[config.mk]
export PLATFORM = sky130hd
export DESIGN_NAME = soft_tlb
export DESIGN_NICKNAME = d
export VERILOG_FILES = /design/src/rtl/soft_tlb_pkg.sv /design/src/rtl/tlb_first_one.sv /design/src/rtl/tlb_cam.sv /design/src/rtl/tlb_victim.sv /design/src/rtl/soft_tlb.sv
export SDC_FILE = /design/constraint.sdc
export NUM_CORES = 2
export LEC_CHECK = 0
export BUFFER_PORTS_ARGS = -buffer_cell sky130_fd_sc_hd__buf_2
export CORE_ASPECT_RATIO = 0.75
export CORE_MARGIN = 2
export CORE_UTILIZATION = 51
export DETAILED_ROUTE_END_ITERATION = 7
export GPL_TIMING_DRIVEN = 0
export PLACE_DENSITY = 0.67
export SYNTH_ARGS = -nofsm -noshare
export SYNTH_HDL_FRONTEND = slang
export SYNTH_SLANG_ARGS = --single-unit
[constraint.sdc]
create_clock -name clk -period 8.7 [get_ports clk]
set_input_delay 1.74 -clock clk [delete_from_list [all_inputs] [get_ports clk]]
set_output_delay 1.74 -clock clk [all_outputs]
set_load 0.02 [all_outputs]
[src/rtl/soft_tlb_pkg.sv]
package soft_tlb_pkg;

    // Access kinds presented with a lookup
    localparam logic [1:0] ACC_READ  = 2'b00;
    localparam logic [1:0] ACC_WRITE = 2'b01;
    localparam logic [1:0] ACC_FETCH = 2'b10;

    // Rights codes held per entry
    localparam logic [1:0] RGT_RO   = 2'b00;
    localparam logic [1:0] RGT_RW   = 2'b01;
    localparam logic [1:0] RGT_EXEC = 2'b10;

    function automatic logic access_ok(input logic [1:0] rights, input logic [1:0] acc);
        logic ok;
        case (rights)
            RGT_RO:   ok = (acc == ACC_READ);
            RGT_RW:   ok = (acc == ACC_READ) || (acc == ACC_WRITE);
            RGT_EXEC: ok = (acc == ACC_READ) || (acc == ACC_FETCH);
            default:  ok = 1'b0;
        endcase
        return ok;
    endfunction

endpackage

[src/rtl/tlb_first_one.sv]
module tlb_first_one #(
    parameter int N = 16,
    localparam int IDX_W = (N > 1) ? $clog2(N) : 1
) (
    input  logic [N-1:0]     vec,
    output logic             found,
    output logic [IDX_W-1:0] idx
);
    // Lowest set bit wins
    always_comb begin
        found = 1'b0;
        idx   = '0;
        for (int i = N - 1; i >= 0; i--) begin
            if (vec[i]) begin
                found = 1'b1;
                idx   = IDX_W'(i);
            end
        end
    end
endmodule

[src/rtl/tlb_cam.sv]
module tlb_cam #(
    parameter int ENTRIES = 16,
    parameter int VPN_W   = 20,
    localparam int IDX_W  = (ENTRIES > 1) ? $clog2(ENTRIES) : 1
) (
    input  logic                           clk,
    input  logic                           rst_n,
    input  logic [VPN_W-1:0]               key,
    input  logic [ENTRIES-1:0]             valid,
    input  logic [ENTRIES-1:0][VPN_W-1:0]  tags,
    output logic                           found,
    output logic [IDX_W-1:0]               idx
);
    logic [ENTRIES-1:0] match;

    for (genvar g = 0; g < ENTRIES; g++) begin : g_cmp
        assign match[g] = valid[g] && (tags[g] == key);
    end

    tlb_first_one #(.N(ENTRIES)) enc_i (
        .vec   (match),
        .found (found),
        .idx   (idx)
    );

    // Installs replace an existing page in place, so at most one tag may match
    assert_cam_unique_R7: assert property (@(posedge clk) disable iff (!rst_n)
        $onehot0(match));
endmodule

[src/rtl/tlb_victim.sv]
module tlb_victim #(
    parameter int ENTRIES = 16,
    localparam int IDX_W  = (ENTRIES > 1) ? $clog2(ENTRIES) : 1
) (
    input  logic               clk,
    input  logic               rst_n,
    input  logic [ENTRIES-1:0] valid,
    input  logic [ENTRIES-1:0] refd,
    output logic [IDX_W-1:0]   victim,
    output logic               clear_all
);
    logic             free_found, cold_found;
    logic [IDX_W-1:0] free_idx, cold_idx;

    tlb_first_one #(.N(ENTRIES)) free_i (
        .vec   (~valid),
        .found (free_found),
        .idx   (free_idx)
    );

    tlb_first_one #(.N(ENTRIES)) cold_i (
        .vec   (~refd),
        .found (cold_found),
        .idx   (cold_idx)
    );

    always_comb begin
        clear_all = 1'b0;
        if (free_found) begin
            victim = free_idx;
        end else if (cold_found) begin
            victim = cold_idx;
        end else begin
            victim    = '0;
            clear_all = 1'b1;
        end
    end

    assert_victim_free_first_R8: assert property (@(posedge clk) disable iff (!rst_n)
        (|(~valid)) |-> !valid[victim]);

    assert_victim_cold_R9: assert property (@(posedge clk) disable iff (!rst_n)
        ((&valid) && !(&refd)) |-> (!refd[victim] && !clear_all));

    assert_victim_wrap_R10: assert property (@(posedge clk) disable iff (!rst_n)
        clear_all |-> ((victim == '0) && (&valid) && (&refd)));
endmodule

[src/rtl/soft_tlb.sv]
module soft_tlb
    import soft_tlb_pkg::*;
#(
    parameter int ENTRIES = 16,
    parameter int VA_W    = 32,
    parameter int PA_W    = 32,
    parameter int PAGE_W  = 12,
    localparam int VPN_W  = VA_W - PAGE_W,
    localparam int PPN_W  = PA_W - PAGE_W,
    localparam int IDX_W  = (ENTRIES > 1) ? $clog2(ENTRIES) : 1
) (
    input  logic             clk,
    input  logic             rst_n,
    input  logic             lk_valid,
    input  logic [VA_W-1:0]  lk_vaddr,
    input  logic [1:0]       lk_access,
    output logic             lk_hit,
    output logic             lk_miss,
    output logic             lk_fault,
    output logic [PA_W-1:0]  lk_paddr,
    input  logic             ins_valid,
    input  logic [VPN_W-1:0] ins_vpn,
    input  logic [PPN_W-1:0] ins_ppn,
    input  logic [1:0]       ins_rights,
    output logic             ev_valid,
    output logic [VPN_W-1:0] ev_vpn,
    output logic             ev_dirty
);
    typedef struct packed {
        logic [ENTRIES-1:0]            valid;
        logic [ENTRIES-1:0]            refd;
        logic [ENTRIES-1:0]            dirty;
        logic [ENTRIES-1:0][VPN_W-1:0] vpn;
        logic [ENTRIES-1:0][PPN_W-1:0] ppn;
        logic [ENTRIES-1:0][1:0]       rights;
        logic                          hit;
        logic                          miss;
        logic                          fault;
        logic [PA_W-1:0]               paddr;
        logic                          ev_valid;
        logic [VPN_W-1:0]              ev_vpn;
        logic                          ev_dirty;
    } state_t;

    state_t state_d, state_q;

    logic             lk_found, ins_found, vic_clear;
    logic [IDX_W-1:0] lk_idx, ins_idx, vic_idx, slot;

    tlb_cam #(.ENTRIES(ENTRIES), .VPN_W(VPN_W)) lk_cam_i (
        .clk   (clk),
        .rst_n (rst_n),
        .key   (lk_vaddr[VA_W-1:PAGE_W]),
        .valid (state_q.valid),
        .tags  (state_q.vpn),
        .found (lk_found),
        .idx   (lk_idx)
    );

    tlb_cam #(.ENTRIES(ENTRIES), .VPN_W(VPN_W)) ins_cam_i (
        .clk   (clk),
        .rst_n (rst_n),
        .key   (ins_vpn),
        .valid (state_q.valid),
        .tags  (state_q.vpn),
        .found (ins_found),
        .idx   (ins_idx)
    );

    tlb_victim #(.ENTRIES(ENTRIES)) victim_i (
        .clk       (clk),
        .rst_n     (rst_n),
        .valid     (state_q.valid),
        .refd      (state_q.refd),
        .victim    (vic_idx),
        .clear_all (vic_clear)
    );

    always_comb begin
        state_d          = state_q;
        state_d.hit      = 1'b0;
        state_d.miss     = 1'b0;
        state_d.fault    = 1'b0;
        state_d.paddr    = '0;
        state_d.ev_valid = 1'b0;
        state_d.ev_vpn   = '0;
        state_d.ev_dirty = 1'b0;
        slot             = ins_found ? ins_idx : vic_idx;

        // Reference wrap happens before this cycle's lookup marks its entry
        if (ins_valid && !ins_found && vic_clear) begin
            state_d.refd = '0;
        end

        if (lk_valid) begin
            if (lk_found) begin
                state_d.refd[lk_idx] = 1'b1;
                if (access_ok(state_q.rights[lk_idx], lk_access)) begin
                    state_d.hit   = 1'b1;
                    state_d.paddr = {state_q.ppn[lk_idx], lk_vaddr[PAGE_W-1:0]};
                    if (lk_access == ACC_WRITE) begin
                        state_d.dirty[lk_idx] = 1'b1;
                    end
                end else begin
                    state_d.fault = 1'b1;
                end
            end else begin
                state_d.miss = 1'b1;
            end
        end

        if (ins_valid) begin
            state_d.ev_valid     = state_q.valid[slot];
            state_d.ev_vpn       = state_q.vpn[slot];
            state_d.ev_dirty     = state_d.dirty[slot];
            state_d.valid[slot]  = 1'b1;
            state_d.vpn[slot]    = ins_vpn;
            state_d.ppn[slot]    = ins_ppn;
            state_d.rights[slot] = ins_rights;
            state_d.dirty[slot]  = 1'b0;
            state_d.refd[slot]   = 1'b0;
        end
    end

    always_ff @(posedge clk or negedge rst_n) begin
        if (!rst_n) begin
            state_q <= '0;
        end else begin
            state_q <= state_d;
        end
    end

    assign lk_hit   = state_q.hit;
    assign lk_miss  = state_q.miss;
    assign lk_fault = state_q.fault;
    assign lk_paddr = state_q.paddr;
    assign ev_valid = state_q.ev_valid;
    assign ev_vpn   = state_q.ev_vpn;
    assign ev_dirty = state_q.ev_dirty;

    assert_one_outcome_R5: assert property (@(posedge clk) disable iff (!rst_n)
        $onehot0({lk_hit, lk_miss, lk_fault}));

    assert_idle_quiet_R6: assert property (@(posedge clk) disable iff (!rst_n)
        !lk_valid |=> !(lk_hit || lk_miss || lk_fault || (lk_paddr != '0)));

    assert_miss_no_match_R3: assert property (@(posedge clk) disable iff (!rst_n)
        (lk_valid && !lk_found) |=> (lk_miss && !lk_fault));

    assert_offset_passes_R2: assert property (@(posedge clk) disable iff (!rst_n)
        (lk_valid && lk_found) |=>
            (!lk_hit || (lk_paddr[PAGE_W-1:0] == $past(lk_vaddr[PAGE_W-1:0]))));

    assert_dirty_on_write_R11: assert property (@(posedge clk) disable iff (!rst_n)
        (lk_valid && lk_found && !ins_valid && (lk_access == ACC_WRITE)) |=>
            (!lk_hit || state_q.dirty[$past(lk_idx)]));

    assert_evict_needs_install_R12: assert property (@(posedge clk) disable iff (!rst_n)
        !ins_valid |=> !ev_valid);
endmodule

# Yosys cells after proc, flatten, opt, wreduce, memory -nomap -nowiden
# Cells that the tools add are included.
# op_classes
order_cmp,4
n_eq_ne,36
n_mux,171
bitwise,8
reduce_logical,41
# ops
cell,n
$mux 704,1
$bwmux 320,2
$eq 20x20->1,32
$mux 4,67
$bmux 20 s4,2
$mux 32,3
$demux 20 s4,1
$mux 1,76
$mux 20,3
$mux 16,3
$not 16->16,3
$or 16x16->16,3
$logic_and 1x1->1,36
$mux 35,1
$mux 33,1
$and 16x16->16,2
$bwmux 32,1
$mux 22,1
$lt 4x5->1 const B,2
$bmux 1 s4,2
$bmux 2 s4,1
$demux 1 s4,2
$demux 2 s4,1
$ge 4x1->1 const B,2
7 further kinds,12
# totals
register_bits,777
inputBits,80
output_inout_bits,57
wordCells,318

# Depth between registers and ports, before layout
# logic_depth
ltp_word,30
mapped_depth,27
mapped_depth_nobuf,24

# Cells and area by module
# Synthesis repeated with hierarchy kept, for this count alone.
# hier_totals
cells_unflattened,3310
hier_area_um2,43446.7
# modules_own_cells
module,instances,cells_per_inst,area_per_inst_um2,seq_area_each_um2
soft_tlb,1,2192,34863.4,19443.6
tlb_cam,2,472,3846.2,0.0
tlb_first_one,4,33,178.9,0.0
tlb_victim,1,42,175.2,0.0

# Least setup slack after synthesis
# OpenSTA, ideal clock, no wires.
# synth_timing
path_type,input to register
from,in lk_vaddr[21]
to,reg state_q (netlist bit ev_dirty)
setup_time_ns,0.087
arrival_ns,6.249
t_required_ns,8.613
setup_slack_ns,2.364
stages,23
n_path_buf,2
cell_sequence,buf_4 xor2_1 or4b_1 or4_1 a211oi_2 a311oi_2 o2111ai_4 nand2_4 buf_6 mux2_1 o21ai_1 o221a_2 ha_1 nor3b_1 a21oi_1 nor2_1 nand4_1 nor3_1 a21oi_1 mux2_2 mux2i_1 o21ai_1 a211oi_2
# synth_rtl
element,line,rtl
start: declaration,soft_tlb.sv:15,"input logic [VA_W-1:0] lk_vaddr,"
end signal: assignment,soft_tlb.sv:129,state_q <= state_d;
end: declaration,soft_tlb.sv:45,"state_t state_d, state_q;"

==> run summary <==
RUN STATUS
------------------------------------------------------------------------------------------
Violated checks                                                               capacitance limit, slew limit
Outcome                                                                       finished with violations

GRT
------------------------------------------------------------------------------------------
Met3 Track Usage GR                                                                  11.3%
Global route overflow                                                                    0
Number of global-route vias before repair                                            35100
Maximum number of pins on one net before global-route repair                           123
Total track usage                                                                    39.4%
Met2 Resource Use GR                                                                 55.3%
Highest-utilization routing layer at the global route stage                           met1
Global-route wire length before repair                                           263000 um
Antenna violations before repair                                                         5
Routing usage on met1                                                                57.7%

SETUP PATH
------------------------------------------------------------------------------------------
Startpoint type of the worst setup path                                          input pin
Kind of end point of the critical path                                            register
CP delay by family, top                                                       compound AO/OA/AOI/OAI gates
Highest cell delay on the worst timing path                                        0.61 ns
Max FO, Critical Path                                                                   10
Cell type with the highest occurrence count on the critical path              sky130_fd_sc_hd__a21oi_1
Arr. time, crit path                                                               9.00 ns
Class of the most critical setup path                                               in2reg
Slowest stage cell, crit path                                                 sky130_fd_sc_hd__buf_2
Req. time, crit path                                                               9.20 ns
Total buffers and inverters traversed by the critical path                               4

FLOORPLAN
------------------------------------------------------------------------------------------
Initial core utilization                                                             51.6%
Die H                                                                               265 um
Core box area                                                                   89900 um^2
Full die area                                                                   93400 um^2
Number of rows created at floorplan                                                     95
Die Width                                                                           352 um
Number of placed I/O pins                                                              137

POWER AND IR DROP
------------------------------------------------------------------------------------------
Worst-case vdd ir drop                                                            0.233 mV
Combinational share of power                                                         50.6%
Psw                                                                              0.00986 W
Switching Fraction                                                                   45.0%
Share of total power in sequential cells                                             32.1%
Clk pwr share                                                                        17.3%
Cell-internal power                                                               0.0121 W
Leakage power                                                                      21.8 nW
Power density relative to cell area                                            426 nW/um^2

TIMING
------------------------------------------------------------------------------------------
Min cycle time layout                                                              8.50 ns
Achievable clock frequency                                                         118 MHz
Final slew viol count                                                                    1
Setup violations, final                                                                  0
Max-slew headroom at the worst pin                                                 -0.777%
Post-route clock skew                                                            0.0566 ns
Final worst hold slack                                                            0.468 ns
Unrepaired setup endpoints after global routing                                      false
Measured slew at the worst slew-check pin                                          1.47 ns
Share of the clock period used by the worst path                                     97.7%
Count of endpoints failing hold in the final timing report                               0

MIN PATH
------------------------------------------------------------------------------------------
Kind of path behind the tightest hold check                                        reg2reg

SYNTHESIS
------------------------------------------------------------------------------------------
FFs w/ async S/R, synth                                                               100%
Warnings, synthesis                                                                      0
Combined area of all synthesized cells                                          46400 um^2
Post-synth top flop                                                           sky130_fd_sc_hd__dfrtp_1
Avg Cell Area, Syn                                                               11.3 um^2
Total of flip-flops plus latches after synthesis                                       777
Cells after Synth                                                                     4101
Share of synthesized area occupied by flip-flops and latches                         41.9%
Number of synthesized flops with an enable pin                                           0
Net count after synthesis                                                             4184
Synth cell types                                                                        84

DETAILED ROUTING
------------------------------------------------------------------------------------------
Number of remaining DRC errors                                                           0
Mean number of vias per cell                                                          6.51
Per-cell routed wire length                                                        33.7 um
1st-pass router iterations                                                               6
Vias                                                                                 36300
Aggregate routed wire length                                                     188000 um
Routed Antenna Nets                                                                      0
Initial DRC Count                                                                     4897

PLACE
------------------------------------------------------------------------------------------
Routability congestion estimate from global placement                                 1.05
DP Cell Count                                                                         5414
Port bufs                                                                               94
Final HPWL from detailed placement                                               141000 um

FINISH
------------------------------------------------------------------------------------------
Post-layout nets                                                                      4374
Layout cell share with drive strength beyond 1                                       27.9%
Final core area utilization                                                          57.3%
Syn-to-layout area delta                                                             11.1%
Post-layout instance count excluding filler cells                                     5577
Count of filler cells inserted in the layout                                          7846

CLOCK NETWORK
------------------------------------------------------------------------------------------
Library cell used as clock root buffer                                        sky130_fd_sc_hd__clkbuf_16
H-tree lvl count                                                                         3
Clock buffer depth                                                                       3
CTS tree                                                                              done
Hold Buf Count CTS                                                                       0
Clk Latency, worst-skew pair                                                       0.70 ns
CTS Buf Count                                                                           83
# clock sinks                                                                          777
Clock edge transition at the registers on the reported setup and hold paths        0.06 ns

FLOW RUN
------------------------------------------------------------------------------------------
Max-cap viol count                                                                       2

==> synth_stat cells, types with 7 or more instances <==
library cell                count  share of area, %
sky130_fd_sc_hd__o21ai_0       40              0.43
sky130_fd_sc_hd__xor2_1       181               3.4
sky130_fd_sc_hd__nand2_2        7             0.094
sky130_fd_sc_hd__buf_4        103               1.7
sky130_fd_sc_hd__mux2_1        32              0.78
sky130_fd_sc_hd__or4_1         11              0.18
sky130_fd_sc_hd__nand2b_1      18              0.24
sky130_fd_sc_hd__buf_2        130               1.4
sky130_fd_sc_hd__nor3_1        34              0.37
sky130_fd_sc_hd__inv_1         22              0.18
sky130_fd_sc_hd__nor4_1       100               1.3
sky130_fd_sc_hd__a21oi_1       22              0.24
sky130_fd_sc_hd__or2_2         23              0.31
sky130_fd_sc_hd__nor2_1        66              0.53
sky130_fd_sc_hd__and4_1        11              0.21
sky130_fd_sc_hd__clkbuf_1      80              0.65
sky130_fd_sc_hd__buf_6         47               1.1
sky130_fd_sc_hd__xnor2_1      457               8.6
sky130_fd_sc_hd__a2111oi_0     19              0.36
sky130_fd_sc_hd__nand4_1      204               2.8
sky130_fd_sc_hd__a22oi_1       15              0.24
sky130_fd_sc_hd__and2_1        22              0.30
sky130_fd_sc_hd__dfrtp_1      777                42
sky130_fd_sc_hd__nor3b_1       16              0.26
sky130_fd_sc_hd__nand3_1       87              0.94
sky130_fd_sc_hd__nand4b_1      19              0.36
sky130_fd_sc_hd__nand3b_1       8              0.13
sky130_fd_sc_hd__o22ai_1       61              0.82
sky130_fd_sc_hd__nand2_1      231               1.9
sky130_fd_sc_hd__and3_1        14              0.19
sky130_fd_sc_hd__nor4b_1        7              0.13
sky130_fd_sc_hd__mux2_2       626                15
sky130_fd_sc_hd__nor2b_1       27              0.36
sky130_fd_sc_hd__mux2i_1      466                10
==> power by group through the flow <==
| stage | logic (W) | registers, W | clock network (W) |
|---|---|---|---|
| final | 0.0111 | 0.00703 | 0.00380 |
| after floorplan | 0.00750 | 0.00621 | 0 |
| after CTS | 0.0106 | 0.00695 | 0.00383 |
| after global placement | 0.0105 | 0.00699 | 0 |
| after detailed placement | 0.0106 | 0.00701 | 0 |
| after global routing | 0.0115 | 0.00712 | 0.00398 |
==> path summary, 6_finish.rpt <==
path	start	end	slack (ns)	cells past startpoint
setup / recovery	lk_vaddr[23]	ev_dirty	0.20	25
hold / removal	register	register	0.47	2
setup reg to reg	register	ev_dirty	1.60	23
hold reg to reg	register	register	0.47	2
max in group asynchronous	rst_n	asynchronous set/reset pin	5.79	4
min in group asynchronous	rst_n	asynchronous set/reset pin	1.00	1
==> cells in the final DEF (no fill, tap or decap), types with 16 or more instances in the layout <==
| cell | netlist | layout |
|---|---|---|
| sky130_fd_sc_hd__buf_6 | 47 | 47 |
| sky130_fd_sc_hd__a2111oi_0 | 19 | 17 |
| sky130_fd_sc_hd__nor3_1 | 34 | 34 |
| sky130_fd_sc_hd__xnor2_1 | 457 | 457 |
| sky130_fd_sc_hd__nand3_1 | 87 | 87 |
| sky130_fd_sc_hd__clkinv_2 | 0 | 16 |
| sky130_fd_sc_hd__nand4_1 | 204 | 204 |
| sky130_fd_sc_hd__or2_2 | 23 | 23 |
| sky130_fd_sc_hd__o22ai_1 | 61 | 61 |
| sky130_fd_sc_hd__mux2i_1 | 466 | 466 |
| sky130_fd_sc_hd__clkbuf_16 | 0 | 83 |
| sky130_fd_sc_hd__clkbuf_1 | 80 | 94 |
| sky130_fd_sc_hd__xor2_1 | 181 | 181 |
| sky130_fd_sc_hd__buf_4 | 103 | 106 |
| sky130_fd_sc_hd__inv_1 | 22 | 22 |
| sky130_fd_sc_hd__nor2b_1 | 27 | 27 |
| sky130_fd_sc_hd__mux2_2 | 626 | 626 |
| sky130_fd_sc_hd__nor3b_1 | 16 | 16 |
| sky130_fd_sc_hd__nor4_1 | 100 | 100 |
| sky130_fd_sc_hd__nand2_1 | 231 | 231 |
| sky130_fd_sc_hd__buf_2 | 130 | 221 |
| sky130_fd_sc_hd__dfrtp_1 | 777 | 777 |
| sky130_fd_sc_hd__a21oi_1 | 22 | 22 |
| sky130_fd_sc_hd__nand4b_1 | 19 | 19 |
| sky130_fd_sc_hd__nand2b_1 | 18 | 18 |
| sky130_fd_sc_hd__mux2_1 | 32 | 32 |
| sky130_fd_sc_hd__o21ai_0 | 40 | 40 |
| sky130_fd_sc_hd__nor2_1 | 66 | 66 |
| sky130_fd_sc_hd__and2_1 | 22 | 22 |
==> worst min-delay path, stage by stage (launching register included) <==
cell	delay [ns]
sky130_fd_sc_hd__dfrtp_1	0.34
sky130_fd_sc_hd__nand2_1	0.05
sky130_fd_sc_hd__nand2_1	0.05
==> area by class of cell <==
class                      instances  area (um^2)  share of cell area, %
antenna                            7         17.5                 0.0340
buffer                           361         2270                   4.41
clock buffer                     111         2290                   4.45
clock inverter                    41          569                   1.11
inverter                          22         82.6                  0.160
multi-input combinational       2941        24600                   47.8
sequential                       777        19400                   37.8
tap                             1212         1520                   2.94
timing repair buffer             105          701                   1.36
==> repair_timing <==
| action | CTS | global route |
|---|---|---|
| resized for setup | 2 | 7 |
| pin swaps | 0 | 1 |
| setup buffers | 0 | 3 |
| endpoints found under the hold margin | 0 | 0 |
| endpoints found under the setup margin | 1 | 1 |
==> layer usage <==
metal	part of all wire, %	vias to the layer above
met2	40	2152
met1	44	18600
met5	0.0037	-
met4	4.1	2
met3	11	466
li1	-	15100
==> through the flow <==
stage	cell area, um^2	total power (W)	worst slack (ns)	setup TNS (ns)
finish	51500	0.0219	0.204	0
detailed placement	48600	0.0176	-0.826	-0.892
global placement	48400	0.0175	-11.14	-8509.72
global route	51500	0.0226	0.115	0
CTS	51400	0.0214	0.102	0
floorplan	46400	0.0137	2.36	0
==> cells by family after synthesis <==
group / share of synthesized area (%)
xor gates and xnor gates: 12.1
muxes: 26.0
AOI/OAI and AO/OA: 3.66
buffers and inverters: 5.05
DFF: 41.9
adders and majority gates: 0.0810
and+or+nand+nor: 11.2
Note: power is estimated with default switching activity, not from simulation.
